File: config.mk
export PLATFORM = sky130hd
export DESIGN_NAME = ctl_next_pc
export DESIGN_NICKNAME = d
export VERILOG_FILES = /design/src/rtl/ctl_next_pc_pkg.sv /design/src/rtl/ctl_imm_unpack.sv /design/src/rtl/ctl_branch_cmp.sv /design/src/rtl/ctl_next_pc.sv
export SDC_FILE = /design/constraint.sdc
export NUM_CORES = 1
export LEC_CHECK = 0
export CORE_ASPECT_RATIO = 0.75
export CORE_MARGIN = 10
export CORE_UTILIZATION = 38
export DETAILED_ROUTE_END_ITERATION = 8
export GPL_TIMING_DRIVEN = 0
export PLACE_DENSITY = 0.64
export SLEW_MARGIN = 5
export SYNTH_ARGS = -nofsm -noshare
export SYNTH_HDL_FRONTEND = slang
export SYNTH_HIERARCHICAL = 1
export SYNTH_SLANG_ARGS = --single-unit
File: constraint.sdc
create_clock -name clk -period 5.1 [get_ports clk]
set_input_delay 1.02 -clock clk [delete_from_list [all_inputs] [get_ports clk]]
set_output_delay 1.02 -clock clk [all_outputs]
set_load 0.005 [all_outputs]
File: src/rtl/ctl_next_pc_pkg.sv
package ctl_next_pc_pkg;

  localparam logic [6:0] OPC_BRANCH = 7'b1100011;
  localparam logic [6:0] OPC_JAL    = 7'b1101111;
  localparam logic [6:0] OPC_JALR   = 7'b1100111;

  typedef enum logic [2:0] {
    CND_EQ  = 3'b000,
    CND_NE  = 3'b001,
    CND_R2  = 3'b010,
    CND_R3  = 3'b011,
    CND_LT  = 3'b100,
    CND_GE  = 3'b101,
    CND_LTU = 3'b110,
    CND_GEU = 3'b111
  } cond_e;

  typedef enum logic [1:0] {
    FLOW_SEQ,
    FLOW_BR,
    FLOW_JAL,
    FLOW_JALR
  } flow_e;

  function automatic flow_e classify(input logic [6:0] opc);
    case (opc)
      OPC_BRANCH: return FLOW_BR;
      OPC_JAL:    return FLOW_JAL;
      OPC_JALR:   return FLOW_JALR;
      default:    return FLOW_SEQ;
    endcase
  endfunction

endpackage

File: src/rtl/ctl_imm_unpack.sv
module ctl_imm_unpack #(
  parameter int XLEN = 32
) (
  input  logic [31:0]     instr,
  output logic [XLEN-1:0] br_off,
  output logic [XLEN-1:0] jal_off,
  output logic [XLEN-1:0] reg_off
);
  localparam int BR_W  = 13;
  localparam int JAL_W = 21;
  localparam int REG_W = 12;

  logic [BR_W-1:0]  br_raw;
  logic [JAL_W-1:0] jal_raw;
  logic [REG_W-1:0] reg_raw;

  always_comb begin
    br_raw  = {instr[31], instr[7], instr[30:25], instr[11:8], 1'b0};
    jal_raw = {instr[31], instr[19:12], instr[20], instr[30:21], 1'b0};
    reg_raw = instr[31:20];
    br_off  = {{(XLEN-BR_W){br_raw[BR_W-1]}}, br_raw};
    jal_off = {{(XLEN-JAL_W){jal_raw[JAL_W-1]}}, jal_raw};
    reg_off = {{(XLEN-REG_W){reg_raw[REG_W-1]}}, reg_raw};
  end
endmodule

File: src/rtl/ctl_branch_cmp.sv
module ctl_branch_cmp
  import ctl_next_pc_pkg::*;
#(
  parameter int XLEN = 32
) (
  input  logic [XLEN-1:0] a,
  input  logic [XLEN-1:0] b,
  input  logic [2:0]      cond,
  output logic            take,
  output logic            bad
);
  logic eq, lt_s, lt_u;

  always_comb begin
    eq   = (a == b);
    lt_s = ($signed(a) < $signed(b));
    lt_u = (a < b);
    take = 1'b0;
    bad  = 1'b0;
    case (cond_e'(cond))
      CND_EQ:  take = eq;
      CND_NE:  take = !eq;
      CND_LT:  take = lt_s;
      CND_GE:  take = !lt_s;
      CND_LTU: take = lt_u;
      CND_GEU: take = !lt_u;
      default: bad  = 1'b1;
    endcase
  end
endmodule

File: src/rtl/ctl_next_pc.sv
module ctl_next_pc
  import ctl_next_pc_pkg::*;
#(
  parameter int XLEN = 32
) (
  input  logic            clk,
  input  logic            rst,
  input  logic [XLEN-1:0] pc_i,
  input  logic [31:0]     instr_i,
  input  logic [XLEN-1:0] rs1_i,
  input  logic [XLEN-1:0] rs2_i,
  output logic [XLEN-1:0] next_pc_o,
  output logic            taken_o,
  output logic            link_we_o,
  output logic [XLEN-1:0] link_o,
  output logic            illegal_o
);
  localparam logic [XLEN-1:0] STEP = XLEN'(4);

  logic [XLEN-1:0] br_off, jal_off, reg_off;
  logic            cmp_take, cmp_bad;
  flow_e           flow;
  logic [XLEN-1:0] seq_pc, rel_base, rel_off, rel_sum, reg_sum;
  logic [XLEN-1:0] nxt_d;
  logic            tk_d, we_d, ill_d;

  ctl_imm_unpack #(.XLEN(XLEN)) u_imm (
    .instr   (instr_i),
    .br_off  (br_off),
    .jal_off (jal_off),
    .reg_off (reg_off)
  );

  ctl_branch_cmp #(.XLEN(XLEN)) u_cmp (
    .a    (rs1_i),
    .b    (rs2_i),
    .cond (instr_i[14:12]),
    .take (cmp_take),
    .bad  (cmp_bad)
  );

  always_comb begin
    flow     = classify(instr_i[6:0]);
    seq_pc   = pc_i + STEP;
    rel_base = pc_i;
    rel_off  = (flow == FLOW_JAL) ? jal_off : br_off;
    rel_sum  = rel_base + rel_off;
    reg_sum  = rs1_i + reg_off;
    nxt_d    = seq_pc;
    tk_d     = 1'b0;
    we_d     = 1'b0;
    ill_d    = 1'b0;
    case (flow)
      FLOW_BR: begin
        ill_d = cmp_bad;
        tk_d  = cmp_take;
        if (cmp_take) nxt_d = rel_sum;
      end
      FLOW_JAL: begin
        tk_d  = 1'b1;
        we_d  = 1'b1;
        nxt_d = rel_sum;
      end
      FLOW_JALR: begin
        tk_d  = 1'b1;
        we_d  = 1'b1;
        nxt_d = {reg_sum[XLEN-1:1], 1'b0};
      end
      default: ;
    endcase
  end

  always_ff @(posedge clk) begin
    if (rst) begin
      next_pc_o <= '0;
      taken_o   <= 1'b0;
      link_we_o <= 1'b0;
      link_o    <= '0;
      illegal_o <= 1'b0;
    end else begin
      next_pc_o <= nxt_d;
      taken_o   <= tk_d;
      link_we_o <= we_d;
      link_o    <= seq_pc;
      illegal_o <= ill_d;
    end
  end
endmodule

==> results of run 1 <==
==> through the flow <==
| step | worst slack [ns] | area (sq um) | TNS, ns | hold WS, ns |
|---|---|---|---|---|
| 6_report | 0.232 | 10400 | 0 | 1.13 |
| 2_1_floorplan | 0.556 | 7950 | 0 | 1.09 |
| 3_5_place_dp | -0.831 | 10000 | -9.22 | 1.45 |
| 4_1_cts | 0.00661 | 10300 | 0 | 1.08 |
| 3_3_place_gp | -0.892 | 10000 | -10.26 | 1.44 |
| 5_1_grt | 0.0189 | 10400 | 0 | 1.14 |
==> worst paths after layout <==
path / from / endpoint / slack, ns / cells past startpoint
setup / recovery: instr_i[4] / next_pc_o[30]$_SDFF_PP0_ / 0.23 / 17
hold / removal: instr_i[31] / next_pc_o[31]$_SDFF_PP0_ / 1.13 / 4
==> area by class of cell <==
type                    count  area share (%)
multi-input cells         776            54.1
repair buffers            177            16.9
plain buffers             119            8.00
clock buffers              11            2.33
inverters                  51            1.84
flip-flops and latches     67            12.9
clock inverters             4           0.493
well taps                 282            3.39
==> cells in the final DEF, fill, tap and decap left out, drive strengths merged, types with 6 or more instances in the layout <==
cell type	netlist	layout
clkdlybuf4s50	0	173
buf	102	105
ha	100	100
a21oi	87	87
nor2	79	79
dfxtp	67	67
nand2	67	67
o21ai	54	54
inv	51	51
xnor2	46	46
a21o	41	41
nand3	34	34
xor2	34	34
mux2	31	31
clkbuf	17	29
nand4	19	19
nor3	18	18
a22oi	16	16
a31oi	14	14
and3	13	13
nor2b	12	12
o21a	8	8
a211oi	8	8
or3	7	7
and2	7	7
o22ai	7	7
nand2b	6	6
and4	6	6
a221oi	6	6
==> repair_timing <==
action                     4_1_cts  5_1_grt
buffers inserted                 0        4
pin swaps                        0        2
resized for setup                5       11
setup endpoints to repair       14        9
==> logic make-up after synthesis <==
logic type | after synthesis | synth area share, %
compound gates | 279 | 23.3
xor+xnor | 80 | 8.82
fa+ha+maj | 102 | 16.3
buf+inv | 170 | 12.7
flops | 67 | 16.9
mux | 33 | 4.65
other cells | 1 | 0.0472
simple gates | 280 | 17.3
==> power by group through the flow <==
stage                     logic, uW  registers, uW  clock network [uW]
final                           856            562                 630
after global routing            947            564                 661
after CTS                       838            562                 641
after detailed placement        831            574                   0
after global placement          827            573                   0
after floorplan                 531            577                   0
==> sequential cells by signal, summed over array words and instances, names as in the netlist <==
name / count
link_o: 32
next_pc_o: 32
taken_o: 1
link_we_o: 1
illegal_o: 1
==> metal layers <==
| layer | up-vias | global-route usage [%] | wire length [um] |
|---|---|---|---|
| met3 | 16 | 3.87 | 1740 |
| met2 | 249 | 28.0 | 11000 |
| met4 | 0 | 4.14 | 349 |
| met5 | - | 0 | 0 |
| met1 | 3481 | 27.9 | 13600 |
| li1 | 3933 | - | - |
==> worst max-delay path, delay by kind of cell <==
family	cells	cell delay [ns]
compound gates	7	1.41
xor+xnor	1	0.13
fa+ha+maj	1	0.27
buf+inv	3	0.93
mux	1	0.38
simple gates	4	0.94
==> reports/qor.yml, run 1 <==
yosys:
  ys_types: 71
  synth_largest_area_cell: "dfxtp_1"
  ys_warn_count: 6
  synth_top_area_share_pct: 16.9
  synth-seq-area-share_pct: 16.9
  yosys-top-cells-count: "100 x ha_1, 96 x buf_4, 84 x a21oi_1, 79 x nor2_1, 67 x dfxtp_1"
  synth_area_sq_um: 7940
  synth_cells: 1012
  synth_edf_count: 0
  post-synth-top-count-cell: "ha_1"
  synth_ff_type: "dfxtp_1"
  async_flop_share_pct: 0
  postSynthAreaPerCell_sq_um: 7.85
  yosys_register_bits: 67
  netlist_top_cells_area: "dfxtp_1 17%, ha_1 16%, buf_4 9.1%"
final_layout:
  fin_nets: 1433
  area_delta_synth_final_pct: 30.9
  final-seq-area_sq_um: 1340
  stdcell_count: 1487
  utilization_pct: 51.0
  multiInputGateArea_sq_um: 5630
  layout-drive-gt1-share_pct: 15.4
  n_antenna_cell: 0
  fillers: 2036
floorplan:
  rows: 45
  io_pins: 197
  start_util_pct: 39.0
  die_w_um: 187
  core_area_sq_um: 20400
  dieArea_sq_um: 27100
  die_height_um: 145
sta:
  maxSlewHeadroom_pct: 26.6
  max_freq_mhz: 205
  tightest_slew_ns: 1.09
  min_period_ns: 4.87
  hold_viol: 0
  rsz0062_at_grt: "no"
  fin_crit_sh_pct: 95.4
  drv_slew: 0
  setup_viol: 0
power_and_ir_drop:
  p_per_area_nw_per_um2: 197
  p_seq_share_pct: 27.4
  power_leakage_uw: 0.00456
  swShare_pct: 32.9
  total_power_uw: 2050
  power_switching_uw: 673
  p_clk_share_pct: 30.8
  combPwrFrac_pct: 41.8
  p_int_uw: 1380
  peakVddDrop_uv: 111
route:
  firstDrtPassIters: 5
  vias_per_cell: 5.16
  drc: 0
  wire_per_inst_um: 18.0
  ant_nets: 0
  drt_iter0_markers: 566
  dr_total_vias: 7679
  wl_um: 26700
clock_network:
  cts_hold_buf: 0
  clock_path_buffers: 2
  clk_pin_slew_worst_paths_ns: 0.06
  numCtsBuffers: 9
  cts-root-buf: "clkbuf_16"
  cts_htree_levels: 3
  cts_tree: "built"
  cts_num_sinks: 67
setup_path:
  required_ns: 5.32
  cp_cell_sequence: "clkdlybuf4s50_1 -> nand2b_1 -> or3_1 -> nand2_2 -> clkbuf_4 -> mux2_2 -> ha_1 -> clkbuf_1 -> nand2_1 -> o21a_1 -> o21ai_1 -> a22o_1 -> o31ai_4 -> o31a_1 -> xnor2_1 -> a22oi_2 -> o21ai_0"
  worstPathArrival_ns: 5.08
  critical_path_class: "input pin to register"
  slowest_stage: "or3_1"
  startpoint_type: "input pin"
  path_max_fanout: 10
  crit_path_end_kind: "register"
  slowest_delay_ns: 0.44
grt:
  grt_pass1_wl_um: 41900
  grt_max_degree: 54
  gr-total-overflow: 0
  antenna_found_initial: 0
  grt_pass1_vias: 7462
  grt_usage_pct: 19.1
flow_run:
  maxCapViolations: 0
run_status:
  status: "finished, final reports clean"
place:
  place_congestion: 0.895
  dp_hpwl_um: 22600
  place_inst: 1468
  io_buffers: 173
hold_path:
  hp-class: "input pin to register"
Note: power is estimated with default switching activity, not from simulation.
==> run 2: changes to the inputs <==
- SETUP_SLACK_MARGIN: default -> 0.1
==> reports/qor.yml, run 2 (synthesis results as in run 1) <==
run_status:
  status: "finished, final reports clean"
sta:
  setup_viol: 0  # unchanged
  final.setup.worst_slack_ns: 0.308  # +0.0761 ns
  rsz0062_at_grt: "no"
  drv_slew: 0  # unchanged
  max_freq_mhz: 209  # +1.6%
  min_period_ns: 4.79  # -0.0761 ns
  hold_viol: 0  # unchanged
  maxSlewHeadroom_pct: 28.0  # +1.5 points
  worst_hold_slack_ns: 1.14  # +0.00641 ns
  fin_crit_sh_pct: 94.0  # -1.5 points
  tightest_slew_ns: 1.07  # -0.0217 ns
final_layout:
  fin_nets: 1432  # -0.070%
  area_delta_synth_final_pct: 31.1
  layout_common_cells: "173 x clkdlybuf4s50_1, 100 x buf_4, 100 x ha_1"
  stdcell_count: 1486  # -0.067%
  n_antenna_cell: 0  # unchanged
  layout-drive-gt1-share_pct: 15.5  # +0.18 points
  final_common_cell: "clkdlybuf4s50_1"
  fillers: 2034  # -0.098%
  largestRegisters: "link_o: 32 flops, next_pc_o: 32 flops"
  final-seq-area_sq_um: 1340  # unchanged
  final_area_sq_um: 10400  # +0.14%
  multiInputGateArea_sq_um: 5650  # +0.38%
route:
  firstDrtPassIters: 5  # unchanged
  wl_um: 26800  # +0.15%
  drt_iter0_markers: 514  # -9.2%
  ant_nets: 0  # unchanged
  drc: 0  # unchanged
  dr_total_vias: 7649  # -0.39%
  wire_per_inst_um: 18.0  # +0.21%
  vias_per_cell: 5.15  # -0.32%
setup_path:
  worstPathArrival_ns: 4.99  # -0.09 ns
  critical_path_class: "input pin to register"
  required_ns: 5.30  # -0.02 ns
  crit_path_end_kind: "register"
  startpoint_type: "input pin"
  path_max_fanout: 10  # unchanged
floorplan:
  die_w_um: 187  # unchanged
  io_pins: 197  # unchanged
  start_util_pct: 39.0  # unchanged
  rows: 45  # unchanged
  dieArea_sq_um: 27100  # unchanged
  core_area_sq_um: 20400  # unchanged
  die_height_um: 145  # unchanged
grt:
  grt_max_degree: 54  # unchanged
  grt_usage_pct: 19.1  # about the same
  antenna_found_initial: 0  # unchanged
  gr-total-overflow: 0  # unchanged
  grt_pass1_vias: 7476  # +0.19%
  grt_pass1_wl_um: 41800  # about the same
clock_network:
  cts_num_sinks: 67  # unchanged
  clk_pin_slew_worst_paths_ns: 0.06  # about the same
  cts_tree: "built"
  cts_hold_buf: 0  # unchanged
  numCtsBuffers: 9  # unchanged
  cts-root-buf: "clkbuf_16"
  cts_htree_levels: 3  # unchanged
  clock_path_buffers: 2  # unchanged
place:
  io_buffers: 173  # unchanged
  place_congestion: 0.895  # unchanged
  dp_hpwl_um: 22600  # unchanged
  dp_slack_ns: -0.831  # unchanged
  post_dp_cell_area_sq_um: 10000  # unchanged
  place_inst: 1468  # unchanged
hold_path:
  hp-class: "input pin to register"
flow_run:
  maxCapViolations: 0  # unchanged
power_and_ir_drop:
  peakVddDrop_uv: 111  # +0.27%
  power_leakage_uw: 0.00457  # +0.17%
  p_per_area_nw_per_um2: 197  # -0.14%
run 2: cell types whose count changed in the layout (fill, tap and decap cells not counted):
cell,change
nor3_4,+1
or3_4,+1
nand2_2,-1
or3_1,-1
a2111oi_2,+1
nor3_2,-1
clkbuf_1,-1
nand2_4,+1
clkbuf_2,+1
buf_4,-1
a2111oi_1,-1
run 2: report_power, final:
part	internal [uW]	switching [uW]	total (uW)
combinational	432	424	856
clock	389	241	630
sequential	554	7.96	562
run 2: area by class of cell:
| type | count | share of cell area [%] |
|---|---|---|
| Multi-Input combinational cell | 776 | 54.2 |
| Timing Repair Buffer | 176 | 16.8 |
| Sequential cell | 67 | 12.9 |
| Buffer | 119 | 8.00 |
| Tap cell | 282 | 3.39 |
| Clock buffer | 11 | 2.33 |
| Inverter | 51 | 1.84 |
| Clock inverter | 4 | 0.493 |
run 2: repair_timing:
| action | CTS | global route |
|---|---|---|
| setup endpoints to repair | 17 | 14 |
| pin swaps | 0 | 2 |
| resized for setup | 7 | 14 |
| buffers inserted | 0 | 3 |
run 2: layer usage:
metal / part of all wire (%) / wire [um] / vias up / track usage, %
li1: - / - / 3926 / -
met1: 51 / 13500 / 3457 / 27.8
met2: 41 / 11000 / 247 / 28.1
met3: 6.9 / 1840 / 19 / 3.87
met4: 1.3 / 354 / 0 / 4.14
met5: 0 / 0 / - / 0
run 2: through the flow:
| stage | TNS (ns) | power [uW] | util, % |
|---|---|---|---|
| floorplan | 0 | 1110 | - |
| global placement | -10.26 | 1400 | 49.2 |
| detailed placement | -9.22 | 1400 | 49.2 |
| CTS | 0 | 2040 | 50.7 |
| global route | 0 | 2170 | 51.1 |
| finish | 0 | 2050 | 51.1 |
run 2: worst paths after layout:
kind,from,end,cells after the start
max,instr_i[0],next_pc_o[28]$_SDFF_PP0_,16
min,instr_i[31],next_pc_o[31]$_SDFF_PP0_,4
run 2: worst max-delay path, cell delays in order:
cell and delay, ns:
clkdlybuf4s50_1 0.46, nand3_1 0.16, or3_4 0.41, nand2_4 0.14, buf_6 0.20, mux2_2 0.39
fa_1 0.45, nand3_1 0.13, a21oi_1 0.10, o21a_1 0.25, a22o_1 0.21, o41a_1 0.37
a221oi_2 0.25, xnor2_1 0.14, a221oi_2 0.23, nor2_1 0.06
==> run 3: changes to the inputs <==
- CORE_UTILIZATION: 38 -> 51
- GPL_TIMING_DRIVEN: 0 -> default
- PLACE_DENSITY: 0.64 -> 0.82
==> reports/qor.yml, run 3 (synthesis results as in run 1) <==
setup_path:
  slowest_stage: "a2111oi_1"
  cp_num_buf_inv: 2  # unchanged
  cp_common_cell: "a21oi_1"
  cp_cell_sequence: "clkdlybuf4s50_1 -> nand2b_1 -> or3_1 -> nand2_4 -> buf_12 -> mux2_2 -> ha_1 -> a21oi_1 -> o21ai_1 -> a2111oi_1 -> a21oi_1 -> o31ai_4 -> xnor2_1 -> a221oi_1 -> nor2_1"
  critical_path_class: "input pin to register"
  worstPathArrival_ns: 4.92  # -0.07 ns
  required_ns: 5.31  # about the same
  slowest_delay_ns: 0.46  # about the same
  path_max_fanout: 14  # +4
  crit_path_end_kind: "register"
  startpoint_type: "input pin"
  crit_family: "compound AO/OA/AOI/OAI gates"
grt:
  grt_pass1_vias: 7392  # -1.1%
  grt_usage_pct: 22.5  # +3.4 points
  grt_max_degree: 54  # unchanged
  grt_pass1_wl_um: 38600  # -7.7%
  antenna_found_initial: 0  # unchanged
  gr-total-overflow: 0  # unchanged
flow_run:
  maxCapViolations: 0  # unchanged
floorplan:
  io_pins: 197  # unchanged
  die_w_um: 164  # -12%
  dieArea_sq_um: 21000  # -23%
  core_area_sq_um: 15300  # -25%
  die_height_um: 128  # -12%
  start_util_pct: 52.0  # +13 points
  rows: 39  # -13%
route:
  wire_per_inst_um: 18.5  # +2.9%
  firstDrtPassIters: 6  # +1
  wl_um: 24700  # -7.8%
  vias_per_cell: 5.75  # +12%
  drc: 0  # unchanged
  dr_total_vias: 7665  # +0.21%
  ant_nets: 0  # unchanged
  drt_iter0_markers: 828  # +61%
final_layout:
  multiInputGateArea_sq_um: 5610  # -0.62%
  final_area_sq_um: 9860  # -5.3%
  final-seq-area_sq_um: 1340  # unchanged
  fillers: 1295  # -36%
  layout-drive-gt1-share_pct: 8.70  # -6.8 points
  area_delta_synth_final_pct: 24.1
  fin_nets: 1354  # -5.4%
  final_common_cell: "clkdlybuf4s50_1"
  largestRegisters: "link_o: 32 flops, next_pc_o: 32 flops"
  n_antenna_cell: 0  # unchanged
  layout_common_cells: "196 x clkdlybuf4s50_1, 100 x ha_1, 84 x a21oi_1"
sta:
  fin_crit_sh_pct: 92.5  # -1.5 points
  maxSlewHeadroom_pct: 21.8  # -6.2 points
  hold_viol: 0  # unchanged
  min_period_ns: 4.72  # -0.0753 ns
  tightest_slew_ns: 1.16  # +0.0963 ns
  rsz0062_at_grt: "no"
  worst_hold_slack_ns: 1.32  # +0.180 ns
  setup_viol: 0  # unchanged
  max_freq_mhz: 212  # +1.6%
  tns_ns: 0  # unchanged
  drv_slew: 0  # unchanged
power_and_ir_drop:
  peakVddDrop_uv: 187  # +68%
  total_power_uw: 2050  # -0.12%
  power_leakage_uw: 0.00425  # -7.1%
  p_per_area_nw_per_um2: 208  # +5.5%
clock_network:
  numCtsBuffers: 9  # unchanged
  cts_htree_levels: 3  # unchanged
  clock_path_buffers: 2  # unchanged
  cts_hold_buf: 0  # unchanged
  cts-root-buf: "clkbuf_16"
  cts_tree: "built"
  cts_num_sinks: 67  # unchanged
  clk_pin_slew_worst_paths_ns: 0.06  # about the same
  post_cts_buffers: 0  # unchanged
  cts_resized: 0  # -7
place:
  io_buffers: 196  # +13%
  place_congestion: 0.968  # +8.1%
  dp_hpwl_um: 20600  # -8.8%
  post_dp_cell_area_sq_um: 9530  # -5.0%
run_status:
  status: "finished, final reports clean"
hold_path:
  hp-class: "input pin to register"
-- run 3: routing by layer --
layer,track usage (%),up-vias,part of all wire [%]
met2,33.3,347,41
met1,31.7,3500,47
met5,0,-,0
met3,5.78,35,9.8
li1,-,3783,-
met4,5.77,0,1.8
-- run 3: through the flow --
step	instances	setup WS, ns	utilization, %
floorplan	1013	0.556	-
global placement	1316	0.0752	62.4
detailed placement	1316	-0.102	62.4
CTS	1332	0.244	64.4
global route	1332	0.119	64.5
finish	1332	0.383	64.5
-- run 3: path summary, 6_finish.rpt --
| check | cells past startpoint | slack, ns | start | end |
|---|---|---|---|---|
| max | 15 | 0.38 | instr_i[4] | next_pc_o[24]$_SDFF_PP0_ |
| min | 3 | 1.32 | pc_i[0] | next_pc_o[0]$_SDFF_PP0_ |
-- run 3: area by class of cell --
| type | count | share of cell area (%) |
|---|---|---|
| multi-input cells | 776 | 56.9 |
| repair buffers | 217 | 21.8 |
| flip-flops and latches | 67 | 13.6 |
| well taps | 205 | 2.60 |
| clock buffers | 10 | 2.42 |
| inverters | 51 | 1.94 |
| clock inverters | 6 | 0.736 |
-- run 3: power breakdown --
part / internal (uW) / switching, uW
clock: 398 / 254
combinational: 406 / 426
sequential: 554 / 8.78
total: 1360 / 689
